==> src/rtl/dbell_pkg.sv <==
package dbell_pkg;
  localparam int OPND_W    = 64;
  localparam int TAG_W     = 20;
  localparam int TYPE_LO   = 27;
  localparam int TYPE_W    = 5;
  localparam int BCAST_BIT = 26;
  localparam logic [TYPE_W-1:0] HV_DBELL_TYPE = 5'd5;

  typedef enum logic [1:0] {
    CMD_NONE  = 2'b00,
    CMD_SEND  = 2'b01,
    CMD_CLEAR = 2'b10,
    CMD_SYNC  = 2'b11
  } cmd_kind_e;

  typedef struct packed {
    logic             send;
    logic             clear;
    logic             bcast;
    logic [TAG_W-1:0] tag;
    logic             priv_bad;
  } cmd_dec_t;
endpackage

==> src/rtl/dbell_cmd_decode.sv <==
module dbell_cmd_decode
  import dbell_pkg::*;
(
  input  logic              vld,
  input  logic [1:0]        kind,
  input  logic [OPND_W-1:0] opnd,
  input  logic              hv,
  output cmd_dec_t          dec
);
  logic type_ok;
  logic unused_opnd;

  assign type_ok     = (opnd[TYPE_LO +: TYPE_W] == HV_DBELL_TYPE);
  assign unused_opnd = ^{opnd[OPND_W-1:TYPE_LO+TYPE_W], opnd[BCAST_BIT-1:TAG_W]};

  always_comb begin
    dec          = '0;
    dec.send     = vld && hv && (kind == CMD_SEND)  && type_ok;
    dec.clear    = vld && hv && (kind == CMD_CLEAR) && type_ok;
    dec.bcast    = opnd[BCAST_BIT];
    dec.tag      = opnd[TAG_W-1:0];
    dec.priv_bad = vld && !hv && (kind != CMD_NONE);
  end
endmodule

==> src/rtl/dbell_target_match.sv <==
module dbell_target_match
  import dbell_pkg::*;
#(
  parameter int N   = 4,
  parameter int TPC = 2
) (
  input  logic               send,
  input  logic               bcast,
  input  logic [TAG_W-1:0]   tag,
  input  logic [N*TAG_W-1:0] proc_id,
  output logic [N-1:0]       hit
);
  localparam int LOW = (TPC > 1) ? $clog2(TPC) : 0;
  localparam logic [TAG_W-1:0] LOW_MASK = TAG_W'((1 << LOW) - 1);

  logic [TAG_W-1:0] care;
  assign care = bcast ? ~LOW_MASK : '1;

  for (genvar t = 0; t < N; t++) begin : g_cmp
    assign hit[t] = send && (((proc_id[t*TAG_W +: TAG_W] ^ tag) & care) == '0);
  end
endmodule

==> src/rtl/dbell_thread_sel.sv <==
module dbell_thread_sel (
  input  logic       clk,
  input  logic       rst,
  input  logic       hd_set,
  input  logic       hd_clr,
  input  logic       db_set,
  input  logic       pm_set,
  input  logic       take,
  output logic       hd_pend,
  output logic       irq,
  output logic [2:0] grant,
  output logic       grant_hv,
  output logic       ack
);
  logic       db_q, hd_q, pm_q;
  logic       db_n, hd_n, pm_n;
  logic [2:0] pick, taken;
  logic       any;

  assign any = db_q | hd_q | pm_q;

  always_comb begin
    if (db_q)      pick = 3'b001;
    else if (hd_q) pick = 3'b010;
    else if (pm_q) pick = 3'b100;
    else           pick = 3'b000;
    taken = take ? pick : 3'b000;
    db_n  = (db_q & ~taken[0]) | db_set;
    hd_n  = (hd_q & ~taken[1] & ~hd_clr) | hd_set;
    pm_n  = (pm_q & ~taken[2]) | pm_set;
  end

  always_ff @(posedge clk) begin
    if (rst) begin
      db_q     <= 1'b0;
      hd_q     <= 1'b0;
      pm_q     <= 1'b0;
      irq      <= 1'b0;
      grant    <= 3'b000;
      grant_hv <= 1'b0;
      ack      <= 1'b0;
    end else begin
      db_q     <= db_n;
      hd_q     <= hd_n;
      pm_q     <= pm_n;
      irq      <= db_n | hd_n | pm_n;
      grant    <= taken;
      grant_hv <= taken[1];
      ack      <= take & any;
    end
  end

  assign hd_pend = hd_q;
endmodule

==> src/rtl/doorbell_router.sv <==
module doorbell_router
  import dbell_pkg::*;
#(
  parameter int N   = 4,
  parameter int TPC = 2
) (
  input  logic                clk,
  input  logic                rst,
  input  logic [N-1:0]        cmd_vld,
  input  logic [2*N-1:0]      cmd_kind,
  input  logic [N*OPND_W-1:0] cmd_opnd,
  input  logic [N-1:0]        hv_state,
  input  logic [N*TAG_W-1:0]  proc_id,
  input  logic [N-1:0]        dbell_set,
  input  logic [N-1:0]        pmu_set,
  input  logic [N-1:0]        take,
  output logic [N-1:0]        hdbell_pend,
  output logic [N-1:0]        irq_req,
  output logic [3*N-1:0]      grant,
  output logic [N-1:0]        grant_hv,
  output logic [N-1:0]        ack,
  output logic [N-1:0]        priv_err
);
  cmd_dec_t     dec [N];
  logic [N-1:0] hit [N];
  logic [N-1:0] hd_set, hd_clr, bad;

  for (genvar i = 0; i < N; i++) begin : g_issuer
    dbell_cmd_decode u_dec (
      .vld  (cmd_vld[i]),
      .kind (cmd_kind[2*i +: 2]),
      .opnd (cmd_opnd[i*OPND_W +: OPND_W]),
      .hv   (hv_state[i]),
      .dec  (dec[i])
    );
    dbell_target_match #(.N(N), .TPC(TPC)) u_match (
      .send    (dec[i].send),
      .bcast   (dec[i].bcast),
      .tag     (dec[i].tag),
      .proc_id (proc_id),
      .hit     (hit[i])
    );
    assign hd_clr[i] = dec[i].clear;
    assign bad[i]    = dec[i].priv_bad;
  end

  always_comb begin
    hd_set = '0;
    for (int i = 0; i < N; i++) hd_set = hd_set | hit[i];
  end

  for (genvar t = 0; t < N; t++) begin : g_thread
    dbell_thread_sel u_sel (
      .clk      (clk),
      .rst      (rst),
      .hd_set   (hd_set[t]),
      .hd_clr   (hd_clr[t]),
      .db_set   (dbell_set[t]),
      .pm_set   (pmu_set[t]),
      .take     (take[t]),
      .hd_pend  (hdbell_pend[t]),
      .irq      (irq_req[t]),
      .grant    (grant[3*t +: 3]),
      .grant_hv (grant_hv[t]),
      .ack      (ack[t])
    );
  end

  always_ff @(posedge clk) begin
    if (rst) priv_err <= '0;
    else     priv_err <= bad;
  end
endmodule

==> config.mk <==
export PLATFORM = sky130hd
export DESIGN_NAME = doorbell_router
export DESIGN_NICKNAME = d
export VERILOG_FILES = /design/src/rtl/dbell_pkg.sv /design/src/rtl/dbell_cmd_decode.sv /design/src/rtl/dbell_target_match.sv /design/src/rtl/dbell_thread_sel.sv /design/src/rtl/doorbell_router.sv
export SDC_FILE = /design/constraint.sdc
export NUM_CORES = 1
export LEC_CHECK = 0
export BUFFER_PORTS_ARGS = -buffer_cell sky130_fd_sc_hd__buf_2
export CORE_AREA = 2 2 153 155
export CTS_CLUSTER_SIZE = 14
export DETAILED_ROUTE_END_ITERATION = 6
export DIE_AREA = 0 0 155 157
export GPL_TIMING_DRIVEN = 0
export PLACE_DENSITY = 0.51
export SYNTH_ARGS = -nofsm -noshare
export SYNTH_HDL_FRONTEND = slang
export SYNTH_SLANG_ARGS = --single-unit
export TNS_END_PERCENT = 30
==> constraint.sdc <==
create_clock -name clk -period 1.66 [get_ports clk]
set_input_delay 0 -clock clk [delete_from_list [all_inputs] [get_ports clk]]
set_output_delay 0 -clock clk [all_outputs]
set_load 0.01 [all_outputs]
**Word-level counts from Yosys, hierarchy flattened**

Index checks and enable logic that the tools add are counted.

- Flip-flop bits (word level): 40
- Output and inout port bits: 32
- Input port bits: 366

- Bitwise operators: 99
- Equality and inequality tests: 12
- Reduce and logical (&&, ||, !) cells: 68
- Multiplexer cells: 20

Operator list:

| kind | count |
|---|---|
| $and A20 B20 Y20 | 16 |
| $logic_not A20 Y1 | 16 |
| $xor A20 B20 Y20 | 16 |
| $mux W3 | 16 |
| $logic_and A1 B1 Y1 | 44 |
| $or A1 B1 Y1 | 28 |
| $and A1 B1 Y1 | 20 |
| $eq A5 B3 Y1 const B | 4 |
| $not A1 Y1 | 16 |
| $or A4 B4 Y4 | 3 |
| $eq A2 B1 Y1 const B | 4 |
| $eq A2 B2 Y1 const B | 4 |
| $reduce_bool A2 Y1 | 4 |
| $logic_not A1 Y1 | 4 |
| $mux W1 | 4 |

**Longest topological paths before layout**

Gate-level depths: netlist of run 1.

- Word-level depth: 10
- Mapped depth: 7
- Mapped depth without buffers: 6

**By module**

Synthesis of run 1 repeated with hierarchy kept, for this count alone.

- Cells, all modules: 684
- Area total of the unflattened synthesis: 5685.5 um2

Modules (own cells, without submodules):

| module | area an instance (um2) | instances | sequential area each (um2) | cells an instance |
|---|---|---|---|---|
| dbell_target_match | 904.6 | 4 | 0.0 | 113 |
| dbell_thread_sel | 270.3 | 4 | 160.2 | 27 |
| dbell_cmd_decode | 212.7 | 4 | 0.0 | 28 |
| doorbell_router | 135.1 | 1 | 80.1 | 12 |

**Least setup slack after synthesis of run 1**

OpenSTA, ideal clock, no wires.

- Path type: in2reg
- From: input port cmd_opnd[159]
- To: register g_thread[1].u_sel.irq
- Cell stages on the path: 6
- Data required time: 1.586 ns
- Arrival: 1.109 ns
- Path buffers: 0
- Slack: 0.476 ns
- Cells stage by stage: and4bb_1 nand4b_1 or3_1 o22ai_1 nor3_1 a31oi_1

- Longest elaborated chain between the ends: 8

RTL lines:

| what | RTL line | source |
|---|---|---|
| start: declaration | doorbell_router.sv:11 | `input logic [N*OPND_W-1:0] cmd_opnd,` |
| $eq A5 B3 Y1 | dbell_cmd_decode.sv:13 | `assign type_ok = (opnd[TYPE_LO +: TYPE_W] == HV_DBELL_TYPE);` |
| $logic_and A1 B1 Y1 | dbell_cmd_decode.sv:18 | `dec.send = vld && hv && (kind == CMD_SEND) && type_ok;` |
| $logic_and A1 B1 Y1 | dbell_target_match.sv:20 | `assign hit[t] = send && (((proc_id[t*TAG_W +: TAG_W] ^ tag) & care) == '0);` |
| $or A4 B4 Y4 (2 in series) | doorbell_router.sv:49 | `for (int i = 0; i < N; i++) hd_set = hd_set \| hit[i];` |
| $or A1 B1 Y1 | dbell_thread_sel.sv:29 | `hd_n = (hd_q & ~taken[1] & ~hd_clr) \| hd_set;` |
| $or A1 B1 Y1 (2 in series) | dbell_thread_sel.sv:46 | `irq <= db_n \| hd_n \| pm_n;` |
| end signal: assignment | dbell_thread_sel.sv:46 |  |
| end: declaration | dbell_thread_sel.sv:10 | `output logic irq,` |

Every way passes these cells.
A chain may end at the register's enable or synchronous reset.

**Worst setup path after layout of run 1**

- From: input port proc_id[15]
- To: register g_thread[0].u_sel.irq

- Longest elaborated chain between the ends: 10

RTL lines:

| what | RTL line | source |
|---|---|---|
| start: declaration | doorbell_router.sv:13 | `input logic [N*TAG_W-1:0] proc_id,` |
| $xor A20 B20 Y20 | dbell_target_match.sv:20 |  |
| $and A20 B20 Y20 | dbell_target_match.sv:20 |  |
| $logic_not A20 Y1 | dbell_target_match.sv:20 |  |
| $logic_and A1 B1 Y1 | dbell_target_match.sv:20 |  |
| $or A4 B4 Y4 (2 in series) | doorbell_router.sv:49 |  |
| $or A4 B4 Y4 (*) | doorbell_router.sv:49 |  |
| $or A1 B1 Y1 (*) | dbell_thread_sel.sv:29 |  |
| $or A1 B1 Y1 (*) (2 in series) | dbell_thread_sel.sv:46 |  |
| end signal: assignment | dbell_thread_sel.sv:46 |  |
| end: declaration | dbell_thread_sel.sv:10 |  |

Mark *: on every way between the ends. The rest lies on a longest branch, timed or not.

==> out/qor.txt, run 1 <==
Outcome: finished, final reports clean
Setup crit start kind: input port
Yosys warnings: 0
DRT antenna net count: 0
Vias per inst: 4.91
Gate power share: 48.7%
GRT overflow: 0
Final wirelength: 27700 um
Skew-Pair Late Insertion Delay: 0.28 ns
Worst Path Arrival: 1.81 ns
Reg clk slew, reported paths: 0.05 ns
Slew Limit Fails: 0
Final Cell Area: 0.00690 mm2
Largest net degree at the start of global routing: 11
NetSw: 1.36 mW
Placed insts: 1126
Share of cells above drive strength 1: 29.9%
CP cell instances: buf_2, xor2_1, nor4_1, o2111ai_1, nor3_1, nor3_1, a31oi_1
Clock Power Share: 24.9%
Final hold violation count: 0
Synthesized area: 0.00511 mm2
Max FO, Critical Path: 4
Internal reg-to-reg setup slack: 0.26 ns
Pwr dens: 504 mW/mm2
Post-CTS setup buffer count: 0
WS Path Type: in2reg
Reg power frac: 26.4%
Nets@finish: 1229
Initial core utilization: 22.7%
Global-route wire length before repair: 37500 um
F_max: 621 MHz
Commonest non-fill, non-tap cells in the layout: buf_2 (224), xor2_1 (211), xnor2_1 (109)
Max-cap violation count: 0
Hold_sp: cmd_vld[0]
Wire per inst: 24.1 um
Core area: 0.0225 mm2
H-tree depth: 2
Max Buffers Root-to-Sink: 2
Synth Flop Type: dfxtp_1
Min cycle time layout: 1.61 ns
TritonRoute pass-1 iters: 5
Net Count, Synth: 985
Slowest cell on crit path: nor4_1
Final clock skew: 0.00470 ns
Sequential-to-total area share from yosys stat: 14.1%
Die width: 155 um
IO Count: 398
Via count: 5638
Cell internal pwr: 2.12 mW
Min-delay worst type: in2reg
CTS tree: built
Num rows: 55
CP Capture Type: flip-flop
WHS: 0.00513 ns
Lkg Pwr: 2.89 nW
DR iter-0 viols: 407
Synth Instances: 619
Worst Path Buf+Inv: 1
Port Buf Inserts: 222
Slew margin rel.: 45.6%
GP Congestion: 1.02
Die area: 0.0243 mm2
Top Family by Delay on Critical Path: simple AND/OR/NAND/NOR gates
Fin cells: 1149
Setup-failing EPs final: 0
Hold Crit Depth: 2
Tot Pwr: 3.48 mW
DRC viols: 0
Commonest non-fill, non-tap cell in the layout: buf_2
CP peak stage delay: 0.65 ns
Clock root cell: clkbuf_16
Worst r2r dst: g_thread[1].u_sel.irq
Sw frac: 39.1%
CP Data Required Time: 1.86 ns
Synth Area per Inst: 8.25 um2
Total GRT Usage: 21.8%
Area growth syn-to-layout: 35.1%
Cell Area, Placed: 0.00657 mm2
Async S/R FF share, synth: 0%
Most used cell, CP: nor3_1
TNS Setup: 0 ns
R2r startpoint: g_thread[1].u_sel.db_q
Measured slew at the worst slew-check pin: 0.808 ns
EDFF count, synth: 0
Die H: 157 um
Num CTS Buffers: 5
Hold endpoint: priv_err[0]
Initial antenna violation count: 3
CTS Sinks: 36
Worst VDD drop: 411 uV
Worst r2r path cells: 4
Flops & latches, synth: 36
Layout fillers: 2506
DP HPWL: 24700 um
Vias in the first global route: 5544
Synth cell types: 32
Final period util: 96.9%
==> layer usage <==
metal	vias to the layer above	track usage (%)	share of wire, %
li1	2615	-	-
met1	2652	27.7	43
met2	313	35.6	45
met3	56	3.55	6.7
met4	2	11.2	5.3
met5	-	0	0.047
==> final cells by class <==
| type | instances | area (um2) | area share [%] |
|---|---|---|---|
| Multi-Input combinational cell | 532 | 4150 | 60.1 |
| Timing Repair Buffer | 237 | 1260 | 18.3 |
| Sequential cell | 36 | 721 | 10.4 |
| Tap cell | 285 | 357 | 5.17 |
| Buffer | 46 | 258 | 3.74 |
| Clock buffer | 6 | 129 | 1.87 |
| Inverter | 5 | 18.8 | 0.272 |
| Clock inverter | 1 | 5.00 | 0.0725 |
| Antenna cell | 1 | 2.50 | 0.0363 |
==> power groups by stage <==
stage	logic, mW	registers (mW)	clock network [mW]
global route	1.78	0.922	0.909
detailed placement	1.62	0.936	0
finish	1.70	0.918	0.866
global placement	1.63	0.936	0
CTS	1.66	0.918	0.889
floorplan	0.757	0.937	0
==> state kept, by name, indices dropped and copies added (netlist names) <==
register                cells
g_thread.u_sel.ack          4
priv_err                    4
g_thread.u_sel.hd_pend      4
g_thread.u_sel.db_q         4
g_thread.u_sel.grant       12
g_thread.u_sel.pm_q         4
g_thread.u_sel.irq          4
==> through the flow <==
stage / util (%) / setup WS [ns]
2_1_floorplan: - / 0.476
3_3_place_gp: 29.2 / -0.359
3_5_place_dp: 29.2 / -0.358
4_1_cts: 30.5 / 0.0240
5_1_grt: 30.7 / -0.0305
6_report: 30.7 / 0.0508
==> worst max path at each step <==
| stage | from | endpoint | depth (start not counted) |
|---|---|---|---|
| floorplan | cmd_opnd[159] | g_thread[1].u_sel.irq | 6 |
| global placement | proc_id[67] | g_thread[3].u_sel.irq | 7 |
| detailed placement | proc_id[67] | g_thread[3].u_sel.irq | 7 |
| CTS | cmd_opnd[18] | g_thread[3].u_sel.irq | 7 |
| global route | proc_id[65] | g_thread[3].u_sel.irq | 7 |
| finish | proc_id[15] | g_thread[0].u_sel.irq | 7 |
==> cell families (layout without fill, tap and decap cells) <==
| group | Yosys count | count (layout) | share of synthesized area [%] |
|---|---|---|---|
| AOI/OAI and AO/OA | 38 | 38 | 5.05 |
| other | 0 | 1 | 0 |
| DFF | 36 | 36 | 14.1 |
| buffers and inverters | 51 | 295 | 5.42 |
| and+or+nand+nor | 174 | 174 | 20.5 |
| xor gates and xnor gates | 320 | 320 | 54.9 |
==> synth_stat cells (6+ instances only) <==
library cell	n	share of area, %
xor2_1	211	36
xnor2_1	109	19
nor4_1	52	6.4
dfxtp_1	36	14
nor3_1	25	2.5
clkbuf_1	23	1.7
nor2_1	23	1.7
buf_4	20	2.9
nand4_1	19	2.3
nand3_1	13	1.3
o2111ai_1	13	2.2
nor4b_1	9	1.5
a21oi_1	8	0.78
nand2_1	8	0.59
o22ai_1	6	0.74
==> repair_timing <==
action	in CTS	in global routing
hold buffers	15	0
hold endpoints to repair	12	0
pin swaps	0	1
setup endpoints to repair	1	3
gates resized for setup	1	6
Note: power is estimated with default switching activity, not from simulation.
==> inputs of run 2 (changes only) <==
--- a/config.mk
+++ b/config.mk
@@ -5,13 +5,15 @@
 export SDC_FILE = /design/constraint.sdc
 export NUM_CORES = 1
 export LEC_CHECK = 0
+export ABC_CLOCK_PERIOD_IN_PS = 1660
 export BUFFER_PORTS_ARGS = -buffer_cell sky130_fd_sc_hd__buf_2
-export CORE_AREA = 2 2 153 155
+export CORE_AREA = 2 2 157 159
 export CTS_CLUSTER_SIZE = 14
 export DETAILED_ROUTE_END_ITERATION = 6
-export DIE_AREA = 0 0 155 157
+export DIE_AREA = 0 0 159 161
 export GPL_TIMING_DRIVEN = 0
-export PLACE_DENSITY = 0.51
+export PLACE_DENSITY = 0.49
+export REMOVE_ABC_BUFFERS = 1
 export SYNTH_ARGS = -nofsm -noshare
 export SYNTH_HDL_FRONTEND = slang
 export SYNTH_SLANG_ARGS = --single-unit
==> out/qor.txt, run 2 (synthesized netlist as in run 1, its figures left out) <==
Slew margin rel.: 47.9% (+2.3 points)
Worst VDD drop: 423 uV (+3.1%)
F_max: 591 MHz (-4.8%)
NetSw: 1.41 mW (+3.3%)
Largest net degree at the start of global routing: 37 (+26)
Global-route wire length before repair: 39600 um (+5.6%)
Die width: 159 um (+2.6%)
Worst r2r dst: g_thread[0].u_sel.irq
Fin cells: 1167 (+1.6%)
Final worst slack: -0.0312 ns (-0.0820 ns)
Max-cap violation count: 0 (unchanged)
Min-delay worst type: in2reg
Reg power frac: 25.7% (-0.7 points)
DR iter-0 viols: 476 (+17%)
Vias per inst: 4.72 (-3.8%)
Cell Area, Placed: 0.00648 mm2 (-1.4%)
H-tree depth: 2 (unchanged)
Clock root cell: clkbuf_16
Commonest non-fill, non-tap cells in the layout: buf_2 (245), xor2_1 (211), xnor2_1 (109)
Area growth syn-to-layout: 33.5%
Worst Path Arrival: 1.88 ns (+0.07 ns)
WS Path Type: in2reg
Final Cell Area: 0.00682 mm2 (-1.2%)
R2r startpoint: g_thread[0].u_sel.db_q
Num rows: 57 (+3.6%)
Slew Limit Fails: 0 (unchanged)
Skew-Pair Late Insertion Delay: 0.27 ns (about the same)
DRC viols: 0 (unchanged)
Initial antenna violation count: 4 (+1)
Via count: 5511 (-2.3%)
Worst r2r path cells: 4 (unchanged)
Clock Power Share: 26.0% (+1.1 points)
Share of cells above drive strength 1: 30.9% (+1.0 points)
Num CTS Buffers: 5 (unchanged)
Reg clk slew, reported paths: 0.05 ns (about the same)
Max FFs per register: 12 (unchanged)
Hold_sp: cmd_vld[0]
Final hold violation count: 0 (unchanged)
Post-CTS setup buffer count: 0 (unchanged)
Pwr dens: 523 mW/mm2 (+3.6%)
RSZ-0062 raised after global routing: no
TritonRoute pass-1 iters: 5 (unchanged)
Core area: 0.0240 mm2 (+6.5%)
Total GRT Usage: 21.6% (-0.13 points)
Setup crit start kind: input port
WHS: 0.0107 ns (+0.00556 ns)
Cell internal pwr: 2.16 mW (+1.8%)
Port Buf Inserts: 245 (+10%)
Initial core utilization: 21.3% (-1.4 points)
Gate power share: 48.3% (-0.4 points)
CP Capture Type: flip-flop
Hold endpoint: priv_err[0]
GP Congestion: 0.971 (-5.0%)
GRT overflow: 0 (unchanged)
Measured slew at the worst slew-check pin: 0.774 ns (-0.0337 ns)
DP HPWL: 25700 um (+4.2%)
Max FO, Critical Path: 4 (unchanged)
Die H: 161 um (+2.5%)
Max Buffers Root-to-Sink: 2 (unchanged)
Most flops, register: g_thread.u_sel.grant
Sw frac: 39.5% (+0.35 points)
TNS Setup: -0.0312 ns (-0.0312 ns)
CTS Sinks: 36 (unchanged)
Die area: 0.0256 mm2 (+5.2%)
Placed insts: 1142 (+1.4%)
Hold Crit Depth: 2 (unchanged)
IO Count: 398 (unchanged)
Min cycle time layout: 1.69 ns (+0.0820 ns)
Vias in the first global route: 5677 (+2.4%)
Internal reg-to-reg setup slack: 0.20 ns (-0.06 ns)
Final period util: 102% (+4.9 points)
Nets@finish: 1206 (-1.9%)
Outcome: finished with violations
Setup-failing EPs final: 1 (+1)
DRT antenna net count: 0 (unchanged)
Lkg Pwr: 2.84 nW (-1.7%)
Final wirelength: 28500 um (+3.1%)
Final clock skew: 0.00691 ns (+0.00221 ns)
Wire per inst: 24.4 um (+1.5%)
CTS tree: built
Commonest non-fill, non-tap cell in the layout: buf_2
CP Data Required Time: 1.85 ns (about the same)
Failing checks: setup timing
==> run 2: cell types whose count changed in the layout (fill, tap and decap cells not counted), moves of 2 or more <==
| cell | before | now |
|---|---|---|
| buf_4 | 20 | 0 |
| clkbuf_1 | 24 | 0 |
| buf_2 | 224 | 245 |
| nor4_2 | 3 | 5 |
==> run 2: area by class of cell <==
| type | count | area (um2) |
|---|---|---|
| Tap cell | 324 | 405 |
| Timing Repair Buffer | 260 | 1380 |
| Clock inverter | 2 | 10.0 |
| Clock buffer | 6 | 139 |
| Fill cell | 2730 | 17100 |
| Sequential cell | 36 | 721 |
| Inverter | 5 | 18.8 |
| Multi-Input combinational cell | 532 | 4140 |
| Antenna cell | 2 | 5.00 |
==> run 2: per-layer routing <==
metal	up-vias	GRT usage [%]	wire, um
met1	2613	31.4	13500
met3	25	6.42	2920
met4	2	3.02	397
met2	300	32.3	11700
li1	2571	-	-
met5	-	0	7
==> run 2: power groups by stage <==
stage | registers (mW) | clock network [mW] | logic (mW)
floorplan | 0.945 | 0 | 0.676
global placement | 0.935 | 0 | 1.65
detailed placement | 0.935 | 0 | 1.64
CTS | 0.916 | 0.944 | 1.68
global route | 0.921 | 0.990 | 1.81
finish | 0.916 | 0.925 | 1.72
==> run 2: worst max-delay path by stage <==
stage,startpoint,to,slack (ns),cells past startpoint
2_1_floorplan,cmd_opnd[159],g_thread[1].u_sel.irq,0.48,6
3_3_place_gp,cmd_opnd[16],g_thread[0].u_sel.irq,-0.35,7
3_5_place_dp,cmd_opnd[16],g_thread[0].u_sel.irq,-0.32,7
4_1_cts,cmd_opnd[17],g_thread[3].u_sel.irq,0.02,7
5_1_grt,proc_id[62],g_thread[3].u_sel.irq,0.02,7
6_report,cmd_opnd[210],g_thread[2].u_sel.irq,-0.03,7
==> run 2: through the flow <==
| step | power [mW] | util, % | setup slack [ns] |
|---|---|---|---|
| 2_1_floorplan | 1.62 | - | 0.477 |
| 3_3_place_gp | 2.58 | 27.0 | -0.350 |
| 3_5_place_dp | 2.58 | 27.0 | -0.316 |
| 4_1_cts | 3.54 | 28.3 | 0.0240 |
| 5_1_grt | 3.72 | 28.4 | 0.0195 |
| 6_report | 3.56 | 28.4 | -0.0312 |
==> run 2: worst max-delay path, stage by stage <==
cell and delay (ns):
buf_2 0.15, xor2_1 0.22, nor4_1 0.71, o2111ai_1 0.34
o22ai_1 0.20, nor3_1 0.10, a31oi_1 0.16
==> run 2: what timing repair did <==
| action | 4_1_cts | 5_1_grt |
|---|---|---|
| setup endpoints to repair | 2 | 3 |
| pin swaps | 0 | 0 |
| hold buffers | 15 | 0 |
| endpoints found under the hold margin | 13 | 0 |
| resized for setup | 2 | 4 |
==> inputs of run 3 (changes only) <==
--- a/config.mk
+++ b/config.mk
@@ -13,6 +13,7 @@
 export DIE_AREA = 0 0 159 161
 export GPL_TIMING_DRIVEN = 0
 export PLACE_DENSITY = 0.49
+export RECOVER_POWER = 25
 export REMOVE_ABC_BUFFERS = 1
 export SYNTH_ARGS = -nofsm -noshare
 export SYNTH_HDL_FRONTEND = slang
==> out/qor.txt, run 3 (synthesized netlist as in run 1, its figures left out) <==
Failing checks: setup timing
Gate power share: 48.3% (about the same)
Min cycle time layout: 1.69 ns (+0.000468 ns)
IO Count: 398 (unchanged)
Die width: 159 um (unchanged)
Area growth syn-to-layout: 33.1%
Grt met2 use: 32.3% (unchanged)
Vias per inst: 4.73 (about the same)
Final worst slack: -0.0317 ns (-0.000468 ns)
GRT overflow: 0 (unchanged)
Commonest non-fill, non-tap cells in the layout: buf_2 (229), xor2_1 (211), xnor2_1 (109)
Setup-failing EPs final: 1 (unchanged)
Port Buf Inserts: 245 (unchanged)
Clock Power Share: 26.0% (about the same)
Cell internal pwr: 2.15 mW (-0.20%)
Die H: 161 um (unchanged)
Most Crowded Layer GR: met2
Min-delay worst type: in2reg
Slew margin rel.: 47.9% (unchanged)
Num CTS Buffers: 5 (unchanged)
Via count: 5516 (+0.091%)
Share of cells above drive strength 1: 29.0% (-1.9 points)
Final Cell Area: 0.00680 mm2 (-0.29%)
DRC viols: 0 (unchanged)
Setup crit start kind: input port
Wire per inst: 24.5 um (+0.14%)
Vias in the first global route: 5677 (unchanged)
Num rows: 57 (unchanged)
NetSw: 1.41 mW (about the same)
Reg power frac: 25.8% (about the same)
Measured slew at the worst slew-check pin: 0.774 ns (-0.000000179 ns)
Slew Limit Fails: 0 (unchanged)
GP Congestion: 0.971 (unchanged)
Most flops, register: g_thread.u_sel.grant
DRT antenna net count: 0 (unchanged)
Pwr dens: 524 mW/mm2 (+0.20%)
DP HPWL: 25700 um (unchanged)
Cell Area, Placed: 0.00648 mm2 (unchanged)
RSZ-0062 raised after global routing: no
Clock root cell: clkbuf_16
Global-route wire length before repair: 39600 um (unchanged)
Max FO, Critical Path: 4 (unchanged)
Max-cap violation count: 0 (unchanged)
WS Path Type: in2reg
CTS Sinks: 36 (unchanged)
Commonest non-fill, non-tap cell in the layout: buf_2
H-tree depth: 2 (unchanged)
Outcome: finished with violations
F_max: 591 MHz (about the same)
Worst VDD drop: 422 uV (-0.25%)
Total GRT Usage: 21.6% (unchanged)
Final hold violation count: 0 (unchanged)
Final period util: 102% (about the same)
Final wirelength: 28600 um (+0.14%)
WHS: 0.0107 ns (-0.0000438 ns)
Layout fillers: 2737 (+0.26%)
Setup WS pre-CTS: -0.316 ns (unchanged)
Internal reg-to-reg setup slack: 0.20 ns (about the same)
Reg clk slew, reported paths: 0.05 ns (about the same)
Largest net degree at the start of global routing: 37 (unchanged)
CP Capture Type: flip-flop
Initial core utilization: 21.3% (unchanged)
Skew-Pair Late Insertion Delay: 0.27 ns (about the same)
DR iter-0 viols: 475 (-0.21%)
CP Data Required Time: 1.85 ns (about the same)
Max Buffers Root-to-Sink: 2 (unchanged)
Lkg Pwr: 2.78 nW (-2.2%)
Global routing usage on met3: 6.42% (unchanged)
TritonRoute pass-1 iters: 5 (unchanged)
Max FFs per register: 12 (unchanged)
Worst Path Arrival: 1.88 ns (about the same)
Nets@finish: 1206 (unchanged)
Initial antenna violation count: 4 (unchanged)
Global-route track usage on met1: 31.4% (unchanged)
CTS tree: built
Final clock skew: 0.00694 ns (+0.0000278 ns)
Die area: 0.0256 mm2 (unchanged)
Sw frac: 39.6% (+0.062 points)
Core area: 0.0240 mm2 (unchanged)
[run 3: final timing paths]
check	start	endpoint	depth (start not counted)
min reg2reg	g_thread[1].u_sel.pm_q	g_thread[1].u_sel.grant[2]	2
max	cmd_opnd[210]	g_thread[2].u_sel.irq	7
max reg2reg	g_thread[0].u_sel.db_q	g_thread[0].u_sel.irq	4
min	cmd_vld[0]	priv_err[0]	2
[run 3: critical path, cell delays in order]
cell and delay (ns):
buf_2 0.15, xor2_1 0.22, nor4_1 0.71, o2111ai_1 0.34, o22ai_1 0.20, nor3_1 0.10
a31oi_1 0.16
[run 3: final cells by class]
type,count,area [um2],share of cell area (%)
Clock inverter,2,10.0,0.147
Inverter,5,18.8,0.276
Sequential cell,36,721,10.6
Timing Repair Buffer,260,1360,20.0
Antenna cell,2,5.00,0.0736
Multi-Input combinational cell,532,4140,60.9
Clock buffer,6,139,2.04
Tap cell,324,405,5.96
[run 3: per-stage QoR]
| stage | power, mW | util [%] | setup TNS (ns) | cells |
|---|---|---|---|---|
| 2_1_floorplan | 1.62 | - | 0 | 573 |
| 3_3_place_gp | 2.58 | 27.0 | -1.82 | 1142 |
| 3_5_place_dp | 2.58 | 27.0 | -1.55 | 1142 |
| 4_1_cts | 3.54 | 28.3 | 0 | 1165 |
| 5_1_grt | 3.72 | 28.3 | 0 | 1165 |
| 6_report | 3.56 | 28.4 | -0.0317 | 1167 |
[run 3: power by group through the flow]
stage	Combinational [mW]	Sequential [mW]	Clock, mW
CTS	1.68	0.916	0.944
floorplan	0.676	0.945	0
finish	1.72	0.917	0.925
detailed placement	1.64	0.935	0
global placement	1.65	0.935	0
global route	1.81	0.921	0.990
[run 3: what timing repair did]
action	4_1_cts	5_1_grt
resized for setup	2	4
endpoints found under the hold margin	13	0
setup endpoints to repair	2	3
setup buffers	0	0
hold buffers	15	0
[run 3: metal layers]
layer  up-vias  wire, um  share of wire (%)
li1       2571         -                  -
met2       302     11700                 41
met4         2       397                1.4
met1      2616     13500                 47
met3        25      2970                 10
met5         -         7              0.025
